## config.mk

```make
export PLATFORM = sky130hd
export DESIGN_NAME = dual_side_ctrl
export DESIGN_NICKNAME = d
export VERILOG_FILES = /design/src/rtl/dual_pkg.sv /design/src/rtl/owner_fsm.sv /design/src/rtl/side_port.sv /design/src/rtl/dual_side_ctrl.sv
export SDC_FILE = /design/constraint.sdc
export NUM_CORES = 1
export LEC_CHECK = 0
export ABC_AREA = 1
export CAP_MARGIN = 10
export CORE_UTILIZATION = 60
export CTS_BUF_LIST = sky130_fd_sc_hd__clkbuf_4
export DETAILED_ROUTE_END_ITERATION = 8
export DONT_BUFFER_PORTS = 1
export HOLD_SLACK_MARGIN = 0.15
export PLACE_DENSITY = 0.87
export SLEW_MARGIN = 25
export SYNTH_ARGS = -nofsm -noshare
export SYNTH_HDL_FRONTEND = slang
export SYNTH_SLANG_ARGS = --single-unit
```

## constraint.sdc

```tcl
create_clock -name clk -period 2.6 [get_ports clk]
set_clock_uncertainty 0.2 [all_clocks]
set_input_delay 0.39 -clock clk [delete_from_list [all_inputs] [get_ports clk]]
set_output_delay 0.39 -clock clk [all_outputs]
set_load 0.005 [all_outputs]
```

## src/rtl/dual_pkg.sv

```systemverilog
package dual_pkg;
    localparam int unsigned ADDR_W   = 16;
    localparam int unsigned DATA_W   = 8;
    localparam int unsigned RAM_AW   = 11;
    localparam logic [15:0] CTL_ADDR = 16'h4016;
    localparam logic [2:0]  WIN_TAG  = 3'b011;

    typedef enum logic {
        OWN_SUB  = 1'b0,
        OWN_MAIN = 1'b1
    } owner_t;
endpackage

```

## src/rtl/owner_fsm.sv

```systemverilog
module owner_fsm
    import dual_pkg::*;
(
    input  logic clk,
    input  logic rst_n,
    input  logic strap,
    input  logic ctl_wr,
    input  logic ctl_bit,
    output logic state_main,
    output logic main_owns
);
    owner_t state_q, state_d;

    always_ff @(posedge clk) begin
        if (!rst_n) state_q <= OWN_SUB;
        else        state_q <= state_d;
    end

    always_comb begin
        state_d = state_q;
        unique case (state_q)
            OWN_SUB:  if (!strap && ctl_wr && ctl_bit)      state_d = OWN_MAIN;
            OWN_MAIN: if (strap || (ctl_wr && !ctl_bit))    state_d = OWN_SUB;
            default:  state_d = OWN_SUB;
        endcase
    end

    always_comb begin
        state_main = (state_q == OWN_MAIN);
        main_owns  = state_main && !strap;
    end


    strap_sub_chk: assert property (@(posedge clk) disable iff (!rst_n)
        strap |=> state_q == OWN_SUB);

    grant_follow_chk: assert property (@(posedge clk) disable iff (!rst_n)
        (ctl_wr && !strap) |=> state_main == $past(ctl_bit));
endmodule

```

## src/rtl/side_port.sv

```systemverilog
module side_port
    import dual_pkg::*;
#(
    parameter bit IS_SUB = 1'b0
) (
    input  logic              clk,
    input  logic              rst_n,
    input  logic [ADDR_W-1:0] addr,
    input  logic [DATA_W-1:0] wdata,
    input  logic              we,
    input  logic              re,
    input  logic              owns_ram,
    input  logic              force_clr,
    input  logic [DATA_W-1:0] ram_rdata,
    output logic [DATA_W-1:0] rdata,
    output logic              strobe,
    output logic              gfx_bank,
    output logic              xbit,
    output logic              win_hit,
    output logic              ctl_wr
);
    logic              ctl_hit;
    logic [2:0]        lat_q;
    logic [DATA_W-1:0] ob_q;

    always_comb begin
        win_hit = (addr[ADDR_W-1 -: 3] == WIN_TAG);
        ctl_hit = (addr == CTL_ADDR);
        ctl_wr  = we && ctl_hit;
        if (win_hit && owns_ram) rdata = ram_rdata;
        else if (ctl_hit)        rdata = {IS_SUB, {(DATA_W-1){1'b0}}};
        else                     rdata = ob_q;
    end

    always_ff @(posedge clk) begin
        if (!rst_n) begin
            lat_q <= '0;
            ob_q  <= '0;
        end else begin
            if (ctl_wr) lat_q <= wdata[2:0];
            if (force_clr) lat_q[1] <= 1'b0;
            if (we)      ob_q <= wdata;
            else if (re) ob_q <= rdata;
        end
    end

    assign strobe   = lat_q[0];
    assign xbit     = lat_q[1];
    assign gfx_bank = lat_q[2];


    obus_hold_chk: assert property (@(posedge clk) disable iff (!rst_n)
        !(we || re) |=> $stable(ob_q));

    bank_latch_chk: assert property (@(posedge clk) disable iff (!rst_n)
        ctl_wr |=> gfx_bank == $past(wdata[2]));

    ident_chk: assert property (@(posedge clk) disable iff (!rst_n)
        (re && ctl_hit) |-> (rdata[DATA_W-1] == IS_SUB));
endmodule

```

## src/rtl/dual_side_ctrl.sv

```systemverilog
module dual_side_ctrl
    import dual_pkg::*;
(
    input  logic              clk,
    input  logic              rst_n,
    input  logic              strap_lo,
    input  logic [15:0]       m_addr,
    input  logic [7:0]        m_wdata,
    input  logic              m_wr,
    input  logic              m_rd,
    output logic [7:0]        m_rdata,
    output logic              m_strobe,
    output logic              m_gfx_bank,
    output logic              m_irq_n,
    input  logic [15:0]       s_addr,
    input  logic [7:0]        s_wdata,
    input  logic              s_wr,
    input  logic              s_rd,
    output logic [7:0]        s_rdata,
    output logic              s_strobe,
    output logic              s_gfx_bank,
    output logic              s_irq_n,
    output logic [10:0]       ram_addr,
    output logic [7:0]        ram_wdata,
    output logic              ram_wr,
    input  logic [7:0]        ram_rdata
);
    logic main_owns, state_main;
    logic m_x, s_x, m_win, s_win, m_ctl_wr, s_ctl_wr;

    owner_fsm u_fsm (
        .clk(clk), .rst_n(rst_n), .strap(strap_lo),
        .ctl_wr(m_ctl_wr), .ctl_bit(m_wdata[1]),
        .state_main(state_main), .main_owns(main_owns)
    );

    side_port #(.IS_SUB(1'b0)) u_main (
        .clk(clk), .rst_n(rst_n), .addr(m_addr), .wdata(m_wdata),
        .we(m_wr), .re(m_rd), .owns_ram(main_owns), .force_clr(strap_lo),
        .ram_rdata(ram_rdata), .rdata(m_rdata), .strobe(m_strobe),
        .gfx_bank(m_gfx_bank), .xbit(m_x), .win_hit(m_win), .ctl_wr(m_ctl_wr)
    );

    side_port #(.IS_SUB(1'b1)) u_sub (
        .clk(clk), .rst_n(rst_n), .addr(s_addr), .wdata(s_wdata),
        .we(s_wr), .re(s_rd), .owns_ram(!main_owns), .force_clr(1'b0),
        .ram_rdata(ram_rdata), .rdata(s_rdata), .strobe(s_strobe),
        .gfx_bank(s_gfx_bank), .xbit(s_x), .win_hit(s_win), .ctl_wr(s_ctl_wr)
    );

    always_comb begin
        if (main_owns) begin
            ram_addr  = m_addr[RAM_AW-1:0];
            ram_wdata = m_wdata;
            ram_wr    = m_wr && m_win;
        end else begin
            ram_addr  = s_addr[RAM_AW-1:0];
            ram_wdata = s_wdata;
            ram_wr    = s_wr && s_win;
        end
        s_irq_n = m_x && !strap_lo;
        m_irq_n = s_x;
    end


    owner_agree_chk: assert property (@(posedge clk) disable iff (!rst_n)
        state_main == m_x);

    sub_no_steer_chk: assert property (@(posedge clk) disable iff (!rst_n)
        (s_ctl_wr && !m_ctl_wr && !strap_lo) |=> $stable(state_main));

    sub_blocked_chk: assert property (@(posedge clk) disable iff (!rst_n)
        (main_owns && s_wr && s_win && !(m_wr && m_win)) |-> !ram_wr);

    strap_irq_chk: assert property (@(posedge clk) disable iff (!rst_n)
        strap_lo |-> !s_irq_n);
endmodule

```

======== Word level (Yosys, flattened, before mapping) ========
Index checks and enable logic that the tools add are counted.
storage, ports and cells
  bits in writable memories ............... 0
  latch bits .............................. 0
  memories kept ........................... 0
  output and inout bits ................... 42
  register bits after elaboration ......... 23
  ROM bits ................................ 0
operators by class
  shift operators ......................... 0
  multiply operators ...................... 0
  eq/ne operators ......................... 4
  reduce and logical (&&, ||, !) cells .... 18
  bitwise operators ....................... 2
  muxes and demuxes ....................... 14
  divide/modulo/power cells ............... 0
  order comparisons ....................... 0
  add/sub/neg operators ................... 0
operators by type and width
  cell                    count
  $mux W8                 9
  $eq A16 B15 Y1 const B  2
  $logic_and A1 B1 Y1     11
  $mux W11                1
  $eq A3 B2 Y1 const B    2
  $reduce_bool A2 Y1      2
  $logic_not A1 Y1        3
  $mux W1                 3
  $not A1 Y1              2
  $pmux W1 S2             1
  $reduce_or A2 Y1        1
  $logic_or A1 B1 Y1      1

======== Longest topological paths before layout ========
Gate-level depths: netlist (run 1).
  depth after elaboration ................. 7
  gate-level depth with buffers ........... 9

======== Cells and area by module ========
From an unflattened synthesis (run 1), not the netlist that was laid out.
second synthesis, totals
  cells, all modules ...................... 309
  area total of the unflattened synthesis .. 2008.2 um2
by module, submodules not included
  module              sequential area each (um2)  cells an instance  area an instance (um2)  times used
  side_port (u_sub)   220.2                       116                737.0                   1
  side_port (u_main)  220.2                       115                726.9                   1
  dual_side_ctrl      0.0                         68                 485.5                   1
  owner_fsm           20.0                        10                 58.8                    1

======== Worst setup path before layout (run 1) ========
Ideal clock, no wire load.
  path type ............................... input to output
  start point ............................. input port s_addr[15]
  end point ............................... output port s_rdata[7]
  path slack .............................. 903 ps
  stages .................................. 6
  arrival time ............................ 1107 ps
  path buffers ............................ 1
  required time ........................... 2010 ps
  cell sequence ........................... inv_1 -> nand3_1 -> nor2_8 -> buf_8 -> nor2_1 -> a21boi_0
between the ends
  longest elaborated chain between the ends .. 3
RTL lines
  what                                                   line                              RTL
  start, declared                                        dual_side_ctrl.sv:15              input logic [15:0] s_addr,
  $eq A16 B15 Y1 / $eq A3 B2 Y1 (equally long branches)  side_port.sv:28, side_port.sv:27
  $mux W8 / $logic_and A1 B1 Y1 (equally long branches)  side_port.sv:31, side_port.sv:30
  $mux W8 (*)                                            side_port.sv:30                   if (win_hit && owns_ram) rdata = ram_rdata;
  end, declared                                          dual_side_ctrl.sv:19              output logic [7:0] s_rdata,
Mark *: on every way between the ends. The rest lies on a longest branch, timed or not.

======== Worst setup path after layout (run 1) ========
  start point ............................. input port s_wr
  end point ............................... register u_sub.ob_q[4]
between the ends
  longest elaborated chain between the ends .. 1
RTL lines
  what                                                  line                  RTL
  start, declared                                       dual_side_ctrl.sv:17  input logic s_wr,
  $mux W8 / $reduce_bool A2 Y1 (equally long branches)  -
  end signal, assigned                                  side_port.sv:42       if (we) ob_q <= wdata;
  end signal, assigned                                  side_port.sv:43       else if (re) ob_q <= rdata;
  end, declared                                         side_port.sv:24       logic [DATA_W-1:0] ob_q;
Parallel ways exist; a longest one is shown, timed or not.
A chain may end at the register's enable or synchronous reset.

==> metrics.md, run 1 <==
| Metric | Value |
|---|---|
| Startpoint Class | `input port` |
| Most used cell along the critical path | `dlygate4sd3_1` |
| Average cell area after synthesis | `5.82 sq um` |
| First-pass GRT wire length | `7870 um` |
| CTS root buffer | `clkbuf_4` |
| Worst setup EP type | `flop` |
| WL/cell | `16.4 um` |
| Max-slew violations | `0` |
| Post-Syn Area | `1660 sq um` |
| CTS Buffer Depth | `2` |
| Setup CP Type | `in2reg` |
| Power share of the clock group | `0.244` |
| Number of port buffers | `0` |
| Initial antenna violation count | `0` |
| Hpwl dp | `3590 um` |
| Worst slew pin tran | `0.594 ns` |
| GP Congestion | `0.865` |
| Pre-CTS WS | `0.642 ns` |
| Max_cap viols | `0` |
| Register area share after synthesis | `0.278` |
| Highest clock rate | `398 MHz` |
| Setup TNS | `0 ns` |
| Layout area overhead | `19.8%` |
| Prevailing post-synth register cell | `dfxtp_1` |
| Yosys cell types | `23` |
| Vias post-DR | `2,034` |
| Synth warn | `0` |
| CP required | `2.67 ns` |
| CTS Sinks | `23` |
| Crit-path cells | `dlygate4sd3_1 > a22oi_1 > dlygate4sd3_1 > a21oi_1 > dlygate4sd3_1` |
| Post-synth EDFFs | `0` |
| # IOs | `105` |
| RSZ-0062 raised after global routing | `no` |
| Die Y | `54.6 um` |
| Finished Core Util | `0.781` |
| H-tree Lvls | `1` |
| Fin Hold WS | `0.160 ns` |
| Outcome | `finished, final reports clean` |
| Post-synthesis instance total | `285` |
| Min cycle time layout | `2.51 ns` |
| Routed Antenna Nets | `0` |
| Die Span X | `54.6 um` |
| Max VDD drop | `0.431 mV` |
| Worst setup margin | `0.0853 ns` |
| Static leakage | `0.885 nW` |
| Fill count | `202` |
| Core Footprint | `2540 sq um` |
| Total routed wirelength | `5600 um` |
| Global-route usage over all layers | `0.379` |
| CP top delay family | `buffers and inverters` |
| CP max stage cell | `dlygate4sd3_1` |
| Buf/Inv on CP | `3` |
| Placed Cells | `307` |
| Final setup fails | `0` |
| Post-route clock period utilization | `0.967` |
| Largest net degree at the start of global routing | `29` |
| Inserted Diodes | `0` |
| Max FO, Critical Path | `9` |
| PD cells | `357 nW/um^2` |
| Fin nets | `375` |
| Gate power share | `0.227` |
| First-pass DRT Iterations | `6` |
| Initial Util | `0.652` |
| Initial DRC Count | `86` |
| Vias per cell | `5.96` |
| Full die area | `2980 sq um` |
| Syn Nets | `348` |
| Worst EP arrival | `2.58 ns` |
| Row Count | `18` |
| Grt total ovfl | `0` |
| Fin cells | `341` |
| Sequential share of power | `0.529` |
| Clock-pin slew on the worst setup and hold paths | `0.14 ns` |
| CTS tree | `yes` |
| Asr flop ratio synth | `0` |
| DRC viols | `0` |
| Final Hold Viols | `0` |
| Vias in the first global route | `1,817` |
| Pint | `0.000496 W` |
| Hold crit path type | `in2reg` |
| Max incr delay on CP | `0.74 ns` |
| Seq cells post-synth | `23` |
| Psw | `0.000213 W` |
| Clock Latency Late Sink | `0.32 ns` |
| Sw Share | `0.300` |
| Fraction of layout instances using a drive strength above 1 | `0.0579` |
| Max_slew headroom | `0.602` |
| CTS Buf Count | `3` |
sequential cells by signal, summed over array words and instances, names as in the netlist:
name              cells
u_fsm.state_main      1
u_main.lat_q          3
u_sub.lat_q           3
u_main.ob_q           8
u_sub.ob_q            8
routing by layer:
metal,vias to the layer above,routed length (um),GRT usage
met5,-,0,0.0208
met4,0,271,0.244
met3,30,680,0.114
met2,153,2740,0.667
met1,889,1920,0.382
li1,962,-,-
stage by stage:
step | total power [W] | instance area [sq um]
after floorplan | 0.000481 | 1660
after global placement | 0.000492 | 1650
after detailed placement | 0.000495 | 1650
after CTS | 0.000700 | 1970
after global routing | 0.000742 | 1990
final | 0.000709 | 1990
timing repair:
action                     CTS  global route
setup endpoints to repair    0             6
hold endpoints to repair    23             0
resized for setup            0             2
hold buffers                29             0
buffers inserted             0             1
worst min-delay path, delay by kind of cell:
kind | cells | cell delay, ns
AND/OR/NAND/NOR | 3 | 0.21
AO/OA/AOI/OAI | 1 | 0.05
cells by family after synthesis:
family / after synthesis / synth area share
compound gates: 53 / 0.204
buf+inv: 32 / 0.0837
flops: 23 / 0.278
simple gates: 177 / 0.434
cell usage after synthesis, types with 4 or more instances:
cell type | instances | share of area
a21oi_1 | 21 | 0.063
a22oi_1 | 16 | 0.072
nand2_1 | 132 | 0.30
nand2_2 | 5 | 0.019
nand3_1 | 4 | 0.012
nor2_1 | 32 | 0.072
o21ai_0 | 4 | 0.012
buf_2 | 4 | 0.012
inv_1 | 19 | 0.043
dfxtp_1 | 23 | 0.28
a21boi_0 | 9 | 0.041
final cells by class:
type	instances	area, sq um	share of cell area
repair buffers	30	298	0.150
flip-flops and latches	23	460	0.232
inverters	24	95.1	0.0479
clock inverters	1	5.00	0.00252
clock buffers	3	22.5	0.0113
multi-input cells	230	1070	0.538
well taps	30	37.5	0.0189
final timing paths:
path | startpoint | endpoint | slack (ns) | cells after the start
worst max-delay path | s_wr | u_sub.ob_q[4]$_SDFFE_PN0P_ | 0.09 | 5
worst min-delay path | ram_rdata[5] | u_sub.ob_q[5]$_SDFFE_PN0P_ | 0.16 | 4
worst max register to register | u_fsm.state_main$_SDFF_PN0_ | u_sub.ob_q[3]$_SDFFE_PN0P_ | 0.36 | 9
worst min register to register | u_main.lat_q[0]$_SDFFE_PN0N_ | u_main.lat_q[0]$_SDFFE_PN0N_ | 0.27 | 2
power by group through the flow:
stage          Combinational (W)  Clock [W]  Sequential, W
5_1_grt                 0.000178   0.000187       0.000376
4_1_cts                 0.000152   0.000174       0.000374
6_report                0.000161   0.000173       0.000375
3_5_place_dp            0.000114          0       0.000382
3_3_place_gp            0.000111          0       0.000381
2_1_floorplan           0.000101          0       0.000380
layout by cell type, fill, tap and decap left out:
cell type,instances
nor2_1,32
a21oi_1,21
inv_6,1
a22o_1,1
nand2_2,5
inv_1,19
nand3_1,4
a22oi_1,16
clkinv_1,2
nor2_8,1
nand4_1,1
dfxtp_1,23
nand2_8,1
buf_4,1
nand2_1,132
a21oi_2,2
dlygate4sd3_1,29
clkbuf_4,3
o21ai_0,4
inv_2,2
nor3_4,1
clkinv_2,1
a21boi_0,9
Power figures use the tool's default switching activity.
==> run 2: changes to the inputs <==
--- a/config.mk
+++ b/config.mk
@@ -13,6 +13,7 @@
 export DONT_BUFFER_PORTS = 1
 export HOLD_SLACK_MARGIN = 0.15
 export PLACE_DENSITY = 0.87
+export REMOVE_ABC_BUFFERS = 1
 export SLEW_MARGIN = 25
 export SYNTH_ARGS = -nofsm -noshare
 export SYNTH_HDL_FRONTEND = slang
==> metrics.md, run 2 (same netlist as run 1, synthesis figures left out) <==
| Metric | Value |
|---|---|
| Row Count | `18 (unchanged)` |
| Max incr delay on CP | `0.75 ns (was 0.74 ns)` |
| Setup TNS | `0 ns (unchanged)` |
| Max_slew headroom | `0.601 (was 0.602)` |
| Setup CP Type | `in2reg (unchanged)` |
| Routed Antenna Nets | `0 (unchanged)` |
| CTS Buf Count | `3 (unchanged)` |
| Initial DRC Count | `61 (was 86)` |
| Outcome | `finished, final reports clean (unchanged)` |
| Max_cap viols | `0 (unchanged)` |
| Clock-pin slew on the worst setup and hold paths | `0.13 ns (was 0.14 ns)` |
| CTS Sinks | `23 (unchanged)` |
| H-tree Lvls | `1 (unchanged)` |
| CTS Buffer Depth | `2 (unchanged)` |
| Total routed wirelength | `5180 um (was 5600 um)` |
| Hold Crit Depth | `4 (unchanged)` |
| Worst Hold Endpoint | `u_sub.ob_q[6]$_SDFFE_PN0P_ (was u_sub.ob_q[5]$_SDFFE_PN0P_)` |
| Die Span X | `54.6 um (unchanged)` |
| DRC viols | `0 (unchanged)` |
| Min cycle time layout | `2.55 ns (was 2.51 ns)` |
| Layout area overhead | `20.1% (was 19.8%)` |
| Gate power share | `0.224 (was 0.227)` |
| Placed inst area | `1650 sq um (unchanged)` |
| Most frequent cells in the layout | `nand2_1, nor2_1, dlygate4sd3_1 (unchanged)` |
| Number of port buffers | `0 (unchanged)` |
| Sequential share of power | `0.532 (was 0.529)` |
| Most used cell along the critical path | `dlygate4sd3_1 (unchanged)` |
| Fraction of layout instances using a drive strength above 1 | `0.0547 (was 0.0579)` |
| CTS root buffer | `clkbuf_4 (unchanged)` |
| Vias in the first global route | `1,766 (was 1,817)` |
| Largest registers | `u_main.ob_q x8, u_sub.ob_q x8 (unchanged)` |
| Worst EP arrival | `2.63 ns (was 2.58 ns)` |
| Final Cell Area | `1990 sq um (about the same)` |
| Power Total | `0.000704 W (was 0.000709 W)` |
| Worst setup margin | `0.0461 ns (was 0.0853 ns)` |
| Startpoint Class | `input port (unchanged)` |
| Max-slew violations | `0 (unchanged)` |
| R2r startpoint | `u_fsm.state_main$_SDFF_PN0_ (unchanged)` |
| CP required | `2.68 ns (was 2.67 ns)` |
| Worst Hold Launch | `ram_rdata[6] (was ram_rdata[5])` |
| Most common cell after layout, fill and taps aside | `nand2_1 (unchanged)` |
| Initial antenna violation count | `0 (unchanged)` |
| Fin nets | `375 (unchanged)` |
| Psw | `0.000207 W (was 0.000213 W)` |
| Worst slew pin tran | `0.595 ns (was 0.594 ns)` |
| First-pass GRT wire length | `7340 um (was 7870 um)` |
| Max VDD drop | `0.334 mV (was 0.431 mV)` |
| WL/cell | `15.2 um (was 16.4 um)` |
| Vias per cell | `5.72 (was 5.96)` |
| Inserted Diodes | `0 (unchanged)` |
| GP Congestion | `0.854 (was 0.865)` |
| Hold crit path type | `in2reg (unchanged)` |
| Pre-CTS WS | `0.642 ns (about the same)` |
| Pint | `0.000497 W (was 0.000496 W)` |
| Clock Latency Late Sink | `0.32 ns (about the same)` |
| R2R depth | `9 (unchanged)` |
| Setup Fix Bufs, Post-CTS | `0 (unchanged)` |
| Initial Util | `0.652 (unchanged)` |
| Grt total ovfl | `0 (unchanged)` |
| Die Y | `54.6 um (unchanged)` |
| Power share of the clock group | `0.244 (about the same)` |
| Largest net degree at the start of global routing | `29 (unchanged)` |
| Sw Share | `0.294 (was 0.300)` |
| Vias post-DR | `1,952 (was 2,034)` |
| Full die area | `2980 sq um (unchanged)` |
| # IOs | `105 (unchanged)` |
| First-pass DRT Iterations | `4 (was 6)` |
| Max FO, Critical Path | `8 (was 9)` |
| Reg2reg setup slack | `0.35 ns (was 0.36 ns)` |
| Final Hold Viols | `0 (unchanged)` |
| Global-route usage over all layers | `0.347 (was 0.379)` |
| CP max stage cell | `dlygate4sd3_1 (unchanged)` |
| Final setup fails | `0 (unchanged)` |
| Static leakage | `0.886 nW (was 0.885 nW)` |
| Worst reg2reg path endpoint | `u_sub.ob_q[4]$_SDFFE_PN0P_ (was u_sub.ob_q[3]$_SDFFE_PN0P_)` |
| PD cells | `354 nW/um^2 (was 357 nW/um^2)` |
| CTS tree | `yes (unchanged)` |
| Core Footprint | `2540 sq um (unchanged)` |
| RSZ-0062 raised after global routing | `no (unchanged)` |
| Hpwl dp | `3370 um (was 3590 um)` |
| Crit-path cells | `dlygate4sd3_1 > a22oi_1 > dlygate4sd3_1 > a21oi_1 > dlygate4sd3_1 (unchanged)` |
| Post-route clock period utilization | `0.982 (was 0.967)` |
| Highest clock rate | `392 MHz (was 398 MHz)` |
| Worst setup EP type | `flop (unchanged)` |
==> run 2: cell count changes in the layout (fill, tap and decap cells not counted), sizes merged <==
cell / change
buf: -1
dlygate4sd3: +1
==> run 2: worst max-delay path: cells and delay by family <==
family          cells  cell delay [ns]
compound gates      2             0.30
buf+inv             3             1.94
==> run 2: per-layer routing <==
layer	part of all wire	track usage	vias up
li1	-	-	961
met1	0.37	0.377	858
met2	0.51	0.653	122
met3	0.10	0.0722	11
met4	0.015	0.115	0
met5	0	0	-
==> run 2: metrics by stage <==
step | cells | util | hold WS, ns
floorplan | 277 | - | 0.238
global placement | 307 | 0.648 | 0.253
detailed placement | 307 | 0.648 | 0.255
CTS | 341 | 0.777 | 0.154
global route | 341 | 0.783 | 0.172
finish | 341 | 0.783 | 0.142
==> run 2: power by group through the flow <==
| stage | logic, W | clock network (W) | registers, W |
|---|---|---|---|
| finish | 0.000157 | 0.000172 | 0.000375 |
| global route | 0.000175 | 0.000174 | 0.000376 |
| CTS | 0.000153 | 0.000167 | 0.000374 |
| detailed placement | 0.000113 | 0 | 0.000382 |
| global placement | 0.000111 | 0 | 0.000381 |
| floorplan | 0.0000953 | 0 | 0.000380 |
==> run 2: cell type report <==
class,instances,area (sq um)
clock buffer,3,22.5
clock inverter,1,5.00
fill,217,553
inverter,24,97.6
multi-input combinational,230,1070
sequential,23,460
tap,30,37.5
timing repair buffer,30,300
==> run 2: repair_timing <==
action / 4_1_cts / 5_1_grt
endpoints found under the hold margin: 23 / 0
resized for setup: 0 / 3
endpoints found under the setup margin: 0 / 6
hold buffers: 30 / 0
==> run 2: worst max path at each step <==
stage	start	end	slack [ns]	cells past startpoint
final	s_wr	u_sub.ob_q[4]$_SDFFE_PN0P_	0.05	5
after global routing	strap_lo	u_sub.ob_q[4]$_SDFFE_PN0P_	0.004	11
after CTS	strap_lo	u_sub.ob_q[4]$_SDFFE_PN0P_	0.07	11
after detailed placement	strap_lo	s_rdata[7]	0.64	6
after global placement	strap_lo	s_rdata[7]	0.66	6
after floorplan	strap_lo	s_rdata[7]	0.81	6
==> run 3: changes to the inputs <==
--- a/config.mk
+++ b/config.mk
@@ -17,4 +17,5 @@
 export SLEW_MARGIN = 25
 export SYNTH_ARGS = -nofsm -noshare
 export SYNTH_HDL_FRONTEND = slang
+export SYNTH_HIERARCHICAL = 1
 export SYNTH_SLANG_ARGS = --single-unit
==> metrics.md, run 3 <==
| Metric | Value |
|---|---|
| Outcome | `finished, final reports clean (unchanged)` |
| Largest net degree at the start of global routing | `22 (was 29)` |
| Hold Buf Count CTS | `39 (was 30)` |
| Finished Core Util | `0.788 (was 0.783)` |
| First-pass GRT wire length | `8800 um (was 7340 um)` |
| Min cycle time layout | `2.42 ns (was 2.55 ns)` |
| Fin Hold WS | `0.165 ns (was 0.142 ns)` |
| DRC viols | `0 (unchanged)` |
| Post-CTS sizing | `0 (unchanged)` |
| Inserted Diodes | `0 (unchanged)` |
| WL/cell | `15.4 um (was 15.2 um)` |
| Layout area overhead | `22.0% (was 20.1%)` |
| Worst slew pin tran | `0.580 ns (was 0.595 ns)` |
| Final Hold Viols | `0 (unchanged)` |
| H-tree Lvls | `1 (unchanged)` |
| Startpoint Class | `input port (unchanged)` |
| Clock-pin slew on the worst setup and hold paths | `0.13 ns (about the same)` |
| CTS tree | `yes (unchanged)` |
| Row Count | `20 (was 18)` |
| Average cell area after synthesis | `6.51 sq um (was 5.82 sq um)` |
| Max incr delay on CP | `0.68 ns (was 0.75 ns)` |
| CP max stage cell | `dlygate4sd3_1 (unchanged)` |
| Hpwl dp | `3870 um (was 3370 um)` |
| Fill count | `244 (was 217)` |
| Max_slew headroom | `0.612 (was 0.601)` |
| Worst setup EP type | `flop (unchanged)` |
| Max_cap viols | `0 (unchanged)` |
| Most common cell after layout, fill and taps aside | `nand2_1 (unchanged)` |
| CTS Sinks | `23 (unchanged)` |
| CTS root buffer | `clkbuf_4 (unchanged)` |
| Pre-CTS WS | `0.674 ns (was 0.642 ns)` |
| Post-Syn Area | `2000 sq um (was 1660 sq um)` |
| Register Area | `460 sq um (unchanged)` |
| Post-synthesis instance total | `308 (was 285)` |
| Setup CP Type | `in2reg (unchanged)` |
| Reg2reg setup slack | `0.24 ns (was 0.35 ns)` |
| Largest registers | `u_main/ob_q x8, u_sub/ob_q x8 (was u_main.ob_q x8, u_sub.ob_q x8)` |
| CTS Buf Count | `3 (unchanged)` |
| Static leakage | `1.17 nW (was 0.886 nW)` |
| First-pass DRT Iterations | `4 (unchanged)` |
| Final Cell Area | `2440 sq um (was 1990 sq um)` |
| Global-route usage over all layers | `0.333 (was 0.347)` |
| Placed inst area | `2020 sq um (was 1650 sq um)` |
| Hold crit path type | `in2reg (unchanged)` |
| Routed Antenna Nets | `0 (unchanged)` |
| Total routed wirelength | `6020 um (was 5180 um)` |
| Worst EP arrival | `2.49 ns (was 2.63 ns)` |
| Setup Fix Bufs, Post-CTS | `0 (unchanged)` |
| Grt total ovfl | `0 (unchanged)` |
| Full die area | `3580 sq um (was 2980 sq um)` |
| Die Y | `59.8 um (was 54.6 um)` |
| Max FO, Critical Path | `7 (was 8)` |
| Most frequent cells in the layout | `nand2_1, dlygate4sd3_1, inv_1 (was nand2_1, nor2_1, dlygate4sd3_1)` |
| Highest clock rate | `413 MHz (was 392 MHz)` |
| Fraction of layout instances using a drive strength above 1 | `0.222 (was 0.0547)` |
| Initial antenna violation count | `0 (unchanged)` |
| Vias per cell | `5.30 (was 5.72)` |
| Fin nets | `411 (was 375)` |
| Initial DRC Count | `102 (was 61)` |
| Clock Latency Late Sink | `0.31 ns (was 0.32 ns)` |
| Vias in the first global route | `2,122 (was 1,766)` |
| Most used cell along the critical path | `dlygate4sd3_1 (unchanged)` |
| Footprint of the multi-input gates | `1310 sq um (was 1070 sq um)` |
| Post-route clock period utilization | `0.932 (was 0.982)` |
| Core Footprint | `3100 sq um (was 2540 sq um)` |
| GP Congestion | `0.775 (was 0.854)` |
| RSZ-0062 raised after global routing | `no (unchanged)` |
| Synth warn | `6 (was 0)` |
| Number of port buffers | `0 (unchanged)` |
| Crit-path cells | `dlygate4sd3_1 > o21ai_0 > dlygate4sd3_1 > a21oi_1 > dlygate4sd3_1 (was dlygate4sd3_1 > a22oi_1 > dlygate4sd3_1 > a21oi_1 > dlygate4sd3_1)` |
| CP top delay family | `buffers and inverters (unchanged)` |
| Initial Util | `0.646 (was 0.652)` |
| Vias post-DR | `2,073 (was 1,952)` |
| Buf/Inv on CP | `3 (unchanged)` |
| CTS Buffer Depth | `2 (unchanged)` |
| # IOs | `105 (unchanged)` |
| PD cells | `307 nW/um^2 (was 354 nW/um^2)` |
| Worst setup margin | `0.177 ns (was 0.0461 ns)` |
| CP required | `2.67 ns (was 2.68 ns)` |
| Final setup fails | `0 (unchanged)` |
| Max-slew violations | `0 (unchanged)` |
| Max VDD drop | `0.231 mV (was 0.334 mV)` |
| Die Span X | `59.8 um (was 54.6 um)` |
run 3: tightest hold or removal path, delay by kind of cell:
family             cells  cell delay, ns
and+or+nand+nor        3            0.19
AOI/OAI and AO/OA      1            0.06
run 3: power breakdown:
part / total [W] / internal, W / leakage [nW] / switching [W]
sequential: 0.000376 / 0.000367 / 0.188 / 0.00000846
combinational: 0.000193 / 0.0000921 / 0.963 / 0.000100
clock: 0.000183 / 0.0000703 / 0.0184 / 0.000112
run 3: area by class of cell:
| cell class | instances | area share |
|---|---|---|
| Clock buffer | 4 | 0.0123 |
| Inverter | 43 | 0.0701 |
| Multi-Input combinational cell | 236 | 0.536 |
| Sequential cell | 23 | 0.188 |
| Tap cell | 44 | 0.0225 |
| Timing Repair Buffer | 41 | 0.171 |
run 3: final timing paths:
check,startpoint,endpoint,cells past startpoint
hold / removal,ram_rdata[1],u_sub/ob_q[1]$_SDFFE_PN0P_,4
setup reg to reg,u_fsm/state_main$_SDFF_PN0_,u_main/ob_q[4]$_SDFFE_PN0P_,10
hold reg to reg,u_sub/lat_q[1]$_SDFFE_PP0P_,u_sub/lat_q[1]$_SDFFE_PP0P_,2
setup / recovery,rst_n,u_main/lat_q[0]$_SDFFE_PN0P_,5
run 3: per-stage QoR:
stage	TNS [ns]	cells	total power, W
6_report	0	391	0.000751
5_1_grt	0	391	0.000789
4_1_cts	0	391	0.000751
3_5_place_dp	0	348	0.000521
3_3_place_gp	0	348	0.000518
2_1_floorplan	-4.27	302	0.000500
run 3: metal layers:
| metal | routed length, um | share of wire | up-vias | track usage |
|---|---|---|---|---|
| met5 | 0 | 0 | - | 0 |
| met4 | 138 | 0.023 | 0 | 0.173 |
| met3 | 517 | 0.086 | 16 | 0.0671 |
| met2 | 3120 | 0.52 | 119 | 0.624 |
| met1 | 2250 | 0.37 | 915 | 0.344 |
| li1 | - | - | 1023 | - |
